### config.mk
export PLATFORM = sky130hd
export DESIGN_NAME = irq_lowpri_arbiter
export DESIGN_NICKNAME = d
export VERILOG_FILES = /design/src/rtl/irq_lp_pkg.sv /design/src/rtl/irq_lp_tpr_bank.sv /design/src/rtl/irq_lp_arb_bank.sv /design/src/rtl/irq_lp_select.sv /design/src/rtl/irq_lowpri_arbiter.sv
export SDC_FILE = /design/constraint.sdc
export NUM_CORES = 1
export LEC_CHECK = 0
export ABC_AREA = 1
export BUFFER_PORTS_ARGS = -buffer_cell sky130_fd_sc_hd__buf_4
export CAP_MARGIN = 20
export CORE_MARGIN = 10
export CORE_UTILIZATION = 45
export CTS_BUF_LIST = sky130_fd_sc_hd__clkbuf_4
export DETAILED_ROUTE_END_ITERATION = 8
export PLACE_DENSITY_LB_ADDON = 0.25
export SLEW_MARGIN = 20
export SYNTH_ARGS = -nofsm -noshare
export SYNTH_HDL_FRONTEND = slang
export SYNTH_SLANG_ARGS = --single-unit
### constraint.sdc
create_clock -name clk -period 14 [get_ports clk]
set_input_delay 4.2 -clock clk [delete_from_list [all_inputs] [get_ports clk]]
set_output_delay 4.2 -clock clk [all_outputs]
set_load 0.02 [all_outputs]
### src/rtl/irq_lp_pkg.sv
package irq_lp_pkg;
    localparam int ARB_W   = 4;
    localparam int ARB_MAX = (1 << ARB_W) - 1;

    typedef logic [ARB_W-1:0] arb_t;

    // next rank of a processor that did not win
    function automatic arb_t arb_climb(input arb_t cur, input arb_t win_old);
        arb_t res;
        if (cur == arb_t'(ARB_MAX)) res = win_old + arb_t'(1);
        else                        res = cur + arb_t'(1);
        return res;
    endfunction
endpackage

### src/rtl/irq_lp_tpr_bank.sv
module irq_lp_tpr_bank #(
    parameter int NUM_CPU = 4,
    parameter int TPR_W   = 8
) (
    input  logic                            clk,
    input  logic                            rst_n,
    input  logic [NUM_CPU-1:0]              wr_en,
    input  logic [NUM_CPU-1:0][TPR_W-1:0]   wr_data,
    output logic [NUM_CPU-1:0][TPR_W-1:0]   tpr
);
    typedef struct packed {
        logic [NUM_CPU-1:0][TPR_W-1:0] tpr;
    } tpr_state_t;

    tpr_state_t st_d, st_q;

    always_comb begin
        st_d = st_q;
        for (int i = 0; i < NUM_CPU; i++) begin
            if (wr_en[i]) st_d.tpr[i] = wr_data[i];
        end
    end

    always_ff @(posedge clk or negedge rst_n) begin
        if (!rst_n) st_q <= '0;
        else        st_q <= st_d;
    end

    assign tpr = st_q.tpr;

    for (genvar g = 0; g < NUM_CPU; g++) begin : g_chk
        AST_TPR_WRITE_LANDS: assert property (@(posedge clk) disable iff (!rst_n)
            wr_en[g] |=> tpr[g] == $past(wr_data[g]));
        AST_TPR_HOLDS: assert property (@(posedge clk) disable iff (!rst_n)
            !wr_en[g] |=> $stable(tpr[g]));
    end
endmodule

### src/rtl/irq_lp_arb_bank.sv
module irq_lp_arb_bank
    import irq_lp_pkg::*;
#(
    parameter int NUM_CPU = 4
) (
    input  logic                    clk,
    input  logic                    rst_n,
    input  logic                    fire,
    input  logic [NUM_CPU-1:0]      win_onehot,
    input  arb_t                    win_arb,
    output arb_t [NUM_CPU-1:0]      arb
);
    typedef struct packed {
        arb_t [NUM_CPU-1:0] rank;
    } arb_state_t;

    arb_state_t st_d, st_q;

    always_comb begin
        st_d = st_q;
        if (fire) begin
            for (int i = 0; i < NUM_CPU; i++) begin
                if (win_onehot[i]) st_d.rank[i] = '0;
                else               st_d.rank[i] = arb_climb(st_q.rank[i], win_arb);
            end
        end
    end

    always_ff @(posedge clk or negedge rst_n) begin
        if (!rst_n) begin
            for (int i = 0; i < NUM_CPU; i++) st_q.rank[i] <= arb_t'(i);
        end else begin
            st_q <= st_d;
        end
    end

    assign arb = st_q.rank;

    AST_RANK_FROZEN: assert property (@(posedge clk) disable iff (!rst_n)
        !fire |=> $stable(arb));

    for (genvar g = 0; g < NUM_CPU; g++) begin : g_chk
        AST_WINNER_TO_ZERO: assert property (@(posedge clk) disable iff (!rst_n)
            (fire && win_onehot[g]) |=> arb[g] == '0);
        AST_LOSER_CLIMBS: assert property (@(posedge clk) disable iff (!rst_n)
            (fire && !win_onehot[g] && arb[g] != arb_t'(ARB_MAX))
            |=> arb[g] == $past(arb[g]) + arb_t'(1));
        AST_OVERFLOW_RELOAD: assert property (@(posedge clk) disable iff (!rst_n)
            (fire && !win_onehot[g] && arb[g] == arb_t'(ARB_MAX))
            |=> arb[g] == $past(win_arb) + arb_t'(1));
    end
endmodule

### src/rtl/irq_lp_select.sv
module irq_lp_select
    import irq_lp_pkg::*;
#(
    parameter int NUM_CPU = 4,
    parameter int TPR_W   = 8
) (
    input  logic                            clk,
    input  logic                            rst_n,
    input  logic [NUM_CPU-1:0]              mask,
    input  logic [NUM_CPU-1:0][TPR_W-1:0]   tpr,
    input  arb_t [NUM_CPU-1:0]              arb,
    output logic [NUM_CPU-1:0]              win_onehot,
    output logic                            any,
    output logic [TPR_W-1:0]                win_tpr,
    output arb_t                            win_arb
);
    always_comb begin
        win_onehot = '0;
        any        = 1'b0;
        win_tpr    = '0;
        win_arb    = '0;
        for (int i = 0; i < NUM_CPU; i++) begin
            if (mask[i]) begin
                if (!any || (tpr[i] < win_tpr) ||
                    (tpr[i] == win_tpr && arb[i] > win_arb)) begin
                    any           = 1'b1;
                    win_tpr       = tpr[i];
                    win_arb       = arb[i];
                    win_onehot    = '0;
                    win_onehot[i] = 1'b1;
                end
            end
        end
    end

    AST_ANY_MATCHES_MASK: assert property (@(posedge clk) disable iff (!rst_n)
        any == (mask != '0));

    for (genvar g = 0; g < NUM_CPU; g++) begin : g_chk
        AST_WIN_LOWEST_TPR: assert property (@(posedge clk) disable iff (!rst_n)
            (any && mask[g]) |-> tpr[g] >= win_tpr);
        AST_TIE_BY_RANK: assert property (@(posedge clk) disable iff (!rst_n)
            (any && mask[g] && tpr[g] == win_tpr) |-> arb[g] <= win_arb);
    end
endmodule

### src/rtl/irq_lowpri_arbiter.sv
module irq_lowpri_arbiter
    import irq_lp_pkg::*;
#(
    parameter int NUM_CPU = 4,
    parameter int TPR_W   = 8
) (
    input  logic                        clk,
    input  logic                        rst_n,
    input  logic                        req_valid,
    input  logic [NUM_CPU-1:0]          req_mask,
    input  logic [NUM_CPU-1:0]          tpr_we,
    input  logic [NUM_CPU*TPR_W-1:0]    tpr_wdata,
    output logic [NUM_CPU-1:0]          grant,
    output logic                        grant_valid
);
    typedef struct packed {
        logic [NUM_CPU-1:0] grant;
        logic               valid;
    } out_state_t;

    logic [NUM_CPU-1:0][TPR_W-1:0] wdata_lane;
    logic [NUM_CPU-1:0][TPR_W-1:0] tpr_cur;
    arb_t [NUM_CPU-1:0]            arb_cur;
    logic [NUM_CPU-1:0]            win_onehot;
    logic                          win_any;
    logic [TPR_W-1:0]              win_tpr;
    arb_t                          win_arb;
    logic                          fire;
    logic [NUM_CPU-1:0]            eff_mask;
    out_state_t                    st_d, st_q;

    for (genvar g = 0; g < NUM_CPU; g++) begin : g_lane
        assign wdata_lane[g] = tpr_wdata[g*TPR_W +: TPR_W];
    end

    assign eff_mask = req_valid ? req_mask : '0;

    irq_lp_tpr_bank #(.NUM_CPU(NUM_CPU), .TPR_W(TPR_W)) u_tpr (
        .clk     (clk),
        .rst_n   (rst_n),
        .wr_en   (tpr_we),
        .wr_data (wdata_lane),
        .tpr     (tpr_cur)
    );

    irq_lp_select #(.NUM_CPU(NUM_CPU), .TPR_W(TPR_W)) u_sel (
        .clk        (clk),
        .rst_n      (rst_n),
        .mask       (eff_mask),
        .tpr        (tpr_cur),
        .arb        (arb_cur),
        .win_onehot (win_onehot),
        .any        (win_any),
        .win_tpr    (win_tpr),
        .win_arb    (win_arb)
    );

    assign fire = win_any;

    irq_lp_arb_bank #(.NUM_CPU(NUM_CPU)) u_arb (
        .clk        (clk),
        .rst_n      (rst_n),
        .fire       (fire),
        .win_onehot (win_onehot),
        .win_arb    (win_arb),
        .arb        (arb_cur)
    );

    always_comb begin
        st_d.valid = fire;
        st_d.grant = fire ? win_onehot : '0;
    end

    always_ff @(posedge clk or negedge rst_n) begin
        if (!rst_n) st_q <= '0;
        else        st_q <= st_d;
    end

    assign grant       = st_q.grant;
    assign grant_valid = st_q.valid;

    AST_GRANT_ONEHOT: assert property (@(posedge clk) disable iff (!rst_n)
        grant_valid |-> $countones(grant) == 1);
    AST_IDLE_NO_GRANT: assert property (@(posedge clk) disable iff (!rst_n)
        !grant_valid |-> grant == '0);
    AST_GRANT_FOLLOWS_REQ: assert property (@(posedge clk) disable iff (!rst_n)
        grant_valid |-> $past(req_valid) && ((grant & $past(req_mask)) != '0));
endmodule

==> Word level (Yosys, flattened, before mapping) <==
Cells that the tools add are included.
{ "totals": {"output_inout_bits": 5, "in_bits": 43, "register_bits": 53, "word_cells": 76} }
{ "classes": {"mux": 36, "order_cmp": 6, "reduce_logical": 12, "n_addsub": 5, "n_eq_ne": 7} }
{ "ops": {"columns": ["op", "n"], "rows": [
  ["$mux W4", 22],
  ["$mux W8", 5],
  ["$eq A8 B8 Y1", 3],
  ["$lt A8 B8 Y1", 3],
  ["$add A4 B1 Y4 const B", 5],
  ["$eq A4 B4 Y1 const B", 4],
  ["$gt A4 B4 Y1", 3],
  ["$mux W1", 8],
  ["$logic_or A1 B1 Y1", 6],
  ["$logic_and A1 B1 Y1", 3],
  ["$logic_not A1 Y1", 3],
  ["$mux W2", 1]
]} }

==> Depth between registers and ports, before layout <==
{ "logic_depth": {"depth_word": 20, "mapped_depth": 45, "depth_no_buf": 42} }

==> Modules after synthesis <==
From an unflattened synthesis, not the netlist that was laid out.
{ "hier_totals": {"hier_cells": 609, "hier_area_um2": 4209.0} }
{ "modules_own_cells": {"columns": ["mod", "cells_per_inst", "seq_area_each_um2", "n_inst", "area_per_inst_um2"], "rows": [
  ["irq_lp_select", 292, 0.0, 1, 1736.7],
  ["irq_lp_tpr_bank", 136, 800.8, 1, 1221.2],
  ["irq_lp_arb_bank", 160, 405.4, 1, 1066.0],
  ["irq_lowpri_arbiter", 21, 125.1, 1, 185.2]
]} }

==> Worst setup path after synthesis <==
OpenSTA, ideal clock, no wires.
{ "synth_path": {"path_kind": "input to register", "startpoint": "input port req_mask[0]", "endpoint": "register u_arb.st_q (netlist bit u_arb.arb[6])", "slack_ns": 5.112, "setup_ns": 0.120, "path_buffers": 4, "t_arrival_ns": 8.767, "required_ns": 13.880, "path_stages": 40, "path_cell_list": "nand2_4 inv_8 nand2_1 ha_1 nand2_1 nor2_2 nand2_1 nor2_1 nand2_1 nand3_4 nand2_4 buf_6 buf_2 nand2_1 o21ai_0 ha_1 nand2_1 nor2_1 (+4 left out) buf_6 clkbuf_1 o21ai_0 ha_1 nand2_1 o21a_1 o21bai_1 nand3_2 nand2_4 inv_4 nand2_1 nand2_2 ha_1 nand3b_1 nand2_2 nor2_1 o21ai_1 nand2_1"} }
{ "synth_via": {"elab_chain_len": 20, "word_cells_on_any_way": 50, "classes_between": "1 x add/sub; 6 x order compare; 3 x eq/ne; 28 x mux; 12 x reduce/logical"} }
{ "synth_lines": {"columns": ["item", "line_no", "source"], "rows": [
  ["from (decl)", "irq_lowpri_arbiter.sv:10", "input logic [NUM_CPU-1:0] req_mask,"],
  ["$mux W4 *", "irq_lowpri_arbiter.sv:36", "assign eff_mask = req_valid ? req_mask : '0;"],
  ["$mux W8 (tied with other cells)", "irq_lp_select.sv:23", "if (mask[i]) begin"],
  ["$lt A8 B8 Y1 (tied with other cells)", "irq_lp_select.sv:24", "if (!any || (tpr[i] < win_tpr) ||"],
  ["$logic_or A1 B1 Y1 or $logic_and A1 B1 Y1 (tied branches)", "irq_lp_select.sv:24, irq_lp_select.sv:25", null],
  ["$logic_or A1 B1 Y1", "irq_lp_select.sv:24", null],
  ["$mux W8 (tied with other cells)", "irq_lp_select.sv:24", null],
  ["$mux W8 (tied with other cells)", "irq_lp_select.sv:23", null],
  ["$lt A8 B8 Y1 (tied with other cells)", "irq_lp_select.sv:24", null],
  ["(+4 left out)", null, null],
  ["$lt A8 B8 Y1 (tied with other cells)", "irq_lp_select.sv:24", null],
  ["$logic_or A1 B1 Y1 or $logic_and A1 B1 Y1 (tied branches)", "irq_lp_select.sv:24, irq_lp_select.sv:25", null],
  ["$logic_or A1 B1 Y1", "irq_lp_select.sv:24", null],
  ["$mux W4", "irq_lp_select.sv:24", null],
  ["$mux W4", "irq_lp_select.sv:23", null],
  ["$add A4 B1 Y4", "irq_lp_pkg.sv:10", "if (cur == arb_t'(ARB_MAX)) res = win_old + arb_t'(1);"],
  ["$mux W4", "irq_lp_pkg.sv:10", null],
  ["$mux W4", "irq_lp_arb_bank.sv:23", "if (win_onehot[i]) st_d.rank[i] = '0;"],
  ["to (signal assigned)", "irq_lp_arb_bank.sv:33", "st_q <= st_d;"],
  ["to (decl)", "irq_lp_arb_bank.sv:17", "arb_state_t st_d, st_q;"]
]} }
Mark *: on every way between the ends. The rest lies on a longest branch, timed or not.
A chain may end at the register's enable or synchronous reset.

==> Worst setup path after layout <==
{ "layout_path": {"startpoint": "input port req_valid", "endpoint": "register u_arb.st_q (netlist bit u_arb.arb[6])"} }
{ "layout_via": {"elab_chain_len": 20, "word_cells_on_any_way": 50, "classes_between": "1 x add/sub; 6 x order compare; 3 x eq/ne; 28 x mux; 12 x reduce/logical"} }
{ "layout_lines": {"columns": ["item", "line_no", "source"], "rows": [
  ["from (decl)", "irq_lowpri_arbiter.sv:9", "input logic req_valid,"],
  ["$mux W4 *", "irq_lowpri_arbiter.sv:36", null],
  ["$mux W8 (tied with other cells)", "irq_lp_select.sv:23", null],
  ["$lt A8 B8 Y1 (tied with other cells)", "irq_lp_select.sv:24", null],
  ["$logic_or A1 B1 Y1 or $logic_and A1 B1 Y1 (tied branches)", "irq_lp_select.sv:24, irq_lp_select.sv:25", null],
  ["$logic_or A1 B1 Y1", "irq_lp_select.sv:24", null],
  ["$mux W8 (tied with other cells)", "irq_lp_select.sv:24", null],
  ["$mux W8 (tied with other cells)", "irq_lp_select.sv:23", null],
  ["$lt A8 B8 Y1 (tied with other cells)", "irq_lp_select.sv:24", null],
  ["(+4 left out)", null, null],
  ["$lt A8 B8 Y1 (tied with other cells)", "irq_lp_select.sv:24", null],
  ["$logic_or A1 B1 Y1 or $logic_and A1 B1 Y1 (tied branches)", "irq_lp_select.sv:24, irq_lp_select.sv:25", null],
  ["$logic_or A1 B1 Y1", "irq_lp_select.sv:24", null],
  ["$mux W4", "irq_lp_select.sv:24", null],
  ["$mux W4", "irq_lp_select.sv:23", null],
  ["$add A4 B1 Y4", "irq_lp_pkg.sv:10", null],
  ["$mux W4", "irq_lp_pkg.sv:10", null],
  ["$mux W4", "irq_lp_arb_bank.sv:23", null]
]} }
Marked as above.

==> metrics.txt <==
worst-path fanout max 23; DR iter-0 viols 126; Worst path top cell family by delay simple AND/OR/NAND/NOR gates; Yosys top cell by area dfrtp_1; status complete, no violations; sequential-to-total area share from yosys stat 0.354; Die X between 100 and 150 µm; IO Pins 48; Routed Antenna Nets 0; Total Routing Usage GR 0.139; DR pass1 iterations 5; die area between 0.01 and 0.015 mm²; Commonest cells post-synth nand2_1, dfrtp_1, inv_1; Slew headroom 0.555; post-detailed-route wirelength per cell between 10 and 15 µm; register bit count reported by yosys 53; Synthesis Warnings 0; Sink Count 53; setup_tns 0 ns; post-CTS sizing 0; Final Max Tran Viols 0; WP data required between 10 and 15 ns; most used cell, CP nand2_1; largest net degree at the start of global routing 54; largest cells by area after synthesis dfrtp_1, ha_1, nand2_1, mux2_2, o21ai_0; number of global-route vias before repair approximately 3,100; Synth Flop Type dfrtp_1; core footprint between 0.008 and 0.009 mm²; DRC viols 0; GRT overflow 0; Area Growth Syn to Fin 13.6%; final wirelength about 8.6 mm; met1 usage 0.193; Hold-fix buffers, CTS 0; unrepaired setup endpoints after global routing false; Yosys cell types 36; final hold violations 0; root buf cell clkbuf_4; # diodes 0; Max clock buf depth 2; Final min period 8.99 ns; Final period util 0.642; gr busiest metal met2; worst path bufs/invs 3; Synth Net Count roughly 540; final setup fails 0; pre-CTS WS ~4.6 ns; Post-CTS Repair Setup Buffers 0; crit path DAT approximately 9.3 ns; Synth Instances ~450; share of cells above drive strength 1 0.246; Worst Hold Class flop to flop; Post-Place Cells 598; Highest Clock Rate around 110 MHz; post-synthesis cell area 0.00376 mm²; CTS tree built; EDFF count, synth 0; Final Non-Filler Cells 605; die height 111 µm; Port Buf Inserts 47; grt met2 use 0.214; Syn Area/Cell slightly above 8 µm²; slowest CP cell o21ai_0; first-pass GRT wire length 14.7 mm; DP Wirelength between 6 and 7 mm; clk slew on worst S/H paths roughly 0.15 ns; WHS about 0.53 ns; Placer Congestion ~0.9; post-synth top area share 0.326; Max Cap Viol 0; critical path type input port to flop; Async S/R FF share, synth 1.00; Final Worst Setup Slack about 5.0 ns; PwrDens about 120 mW/mm²; VDD IR max around 0.068 mV; M3 GR Usage 0.0301; vias approximately 3,100; CP Launch Type input port; Slew @ Worst Pin ~0.67 ns; row count 33; initial antenna violation count 0; cts bufs inserted 5; Final nets a little under 600; leakage around 2.2 nW; Critical Path Max Stage Delay roughly 0.40 ns; clock skew between 0.009 and 0.01 ns; most frequent cell after synthesis nand2_1; worst skew pair latency roughly 0.37 ns; Vias/cell slightly above 5; CTS HTree Levels 2; Initial Utilization 0.460; Setup crit end kind flop
[placed cells by master, fill, tap and decap left out, drive strengths merged, types with 3 or more instances in the layout]
master and instances:
nor2 46, clkbuf 5, o21a 3, inv 49, dfstp 4, a21oi 16, dfrtp 49, o21ai 41
nand3 30, nand2 120, buf 48, ha 41, o22ai 4, mux2 28
[area by class of cell]
type | count | area [µm²]
inverter | 49 | 199
clock inverter | 2 | 35.0
sequential | 53 | 1330
multi-input combinational | 343 | 2180
tap | 105 | 131
timing repair buffer | 48 | 360
clock buffer | 5 | 37.5
fill | 792 | 3900
[flip-flops by register name, indices dropped and copies added, names as in the netlist]
register / count
grant_valid: 1
u_arb.arb: 16
u_tpr.tpr: 32
grant: 4
[path summary, 6_finish.rpt]
| path | startpoint | endpoint | slack (ns) | cells after the start |
|---|---|---|---|---|
| max in group asynchronous | rst_n | u_arb.arb[6] | 9.72 | 1 |
| min in group asynchronous | rst_n | u_tpr.tpr[24] | 3.84 | 1 |
| max reg2reg | u_arb.arb[1] | u_arb.arb[6] | 8.60 | 35 |
| min reg2reg | u_tpr.tpr[6] | u_tpr.tpr[6] | 0.53 | 1 |
| min | u_tpr.tpr[6] | u_tpr.tpr[6] | 0.53 | 1 |
| max | req_valid | u_arb.arb[6] | 5.01 | 36 |
[logic make-up after synthesis]
logic type | share of synthesized area
simple gates | 0.258
flops | 0.354
buf+inv | 0.0666
xor+xnor | 0.00466
mux | 0.0839
compound gates | 0.0965
fa+ha+maj | 0.136
[through the flow]
stage               total power [mW]  utilization  area, µm²
floorplan                      0.380            -       3760
global placement               0.438        0.514       4200
detailed placement             0.445        0.514       4200
CTS                            0.532        0.522       4270
global route                   0.581        0.522       4270
finish                         0.528        0.522       4270
[metal layers]
metal,share of wire,routed length [µm]
met5,0,0
met4,0.0083,71
met3,0.045,384
met2,0.44,3790
met1,0.50,4330
[report_power, final]
| group | switching [mW] | internal, mW | total (mW) |
|---|---|---|---|
| Combinational | 0.129 | 0.0936 | 0.223 |
| Clock | 0.0480 | 0.0365 | 0.0845 |
| Sequential | 0.0343 | 0.186 | 0.220 |
| Total | 0.212 | 0.316 | 0.528 |
No activity file was read; power rests on OpenSTA's default activity.
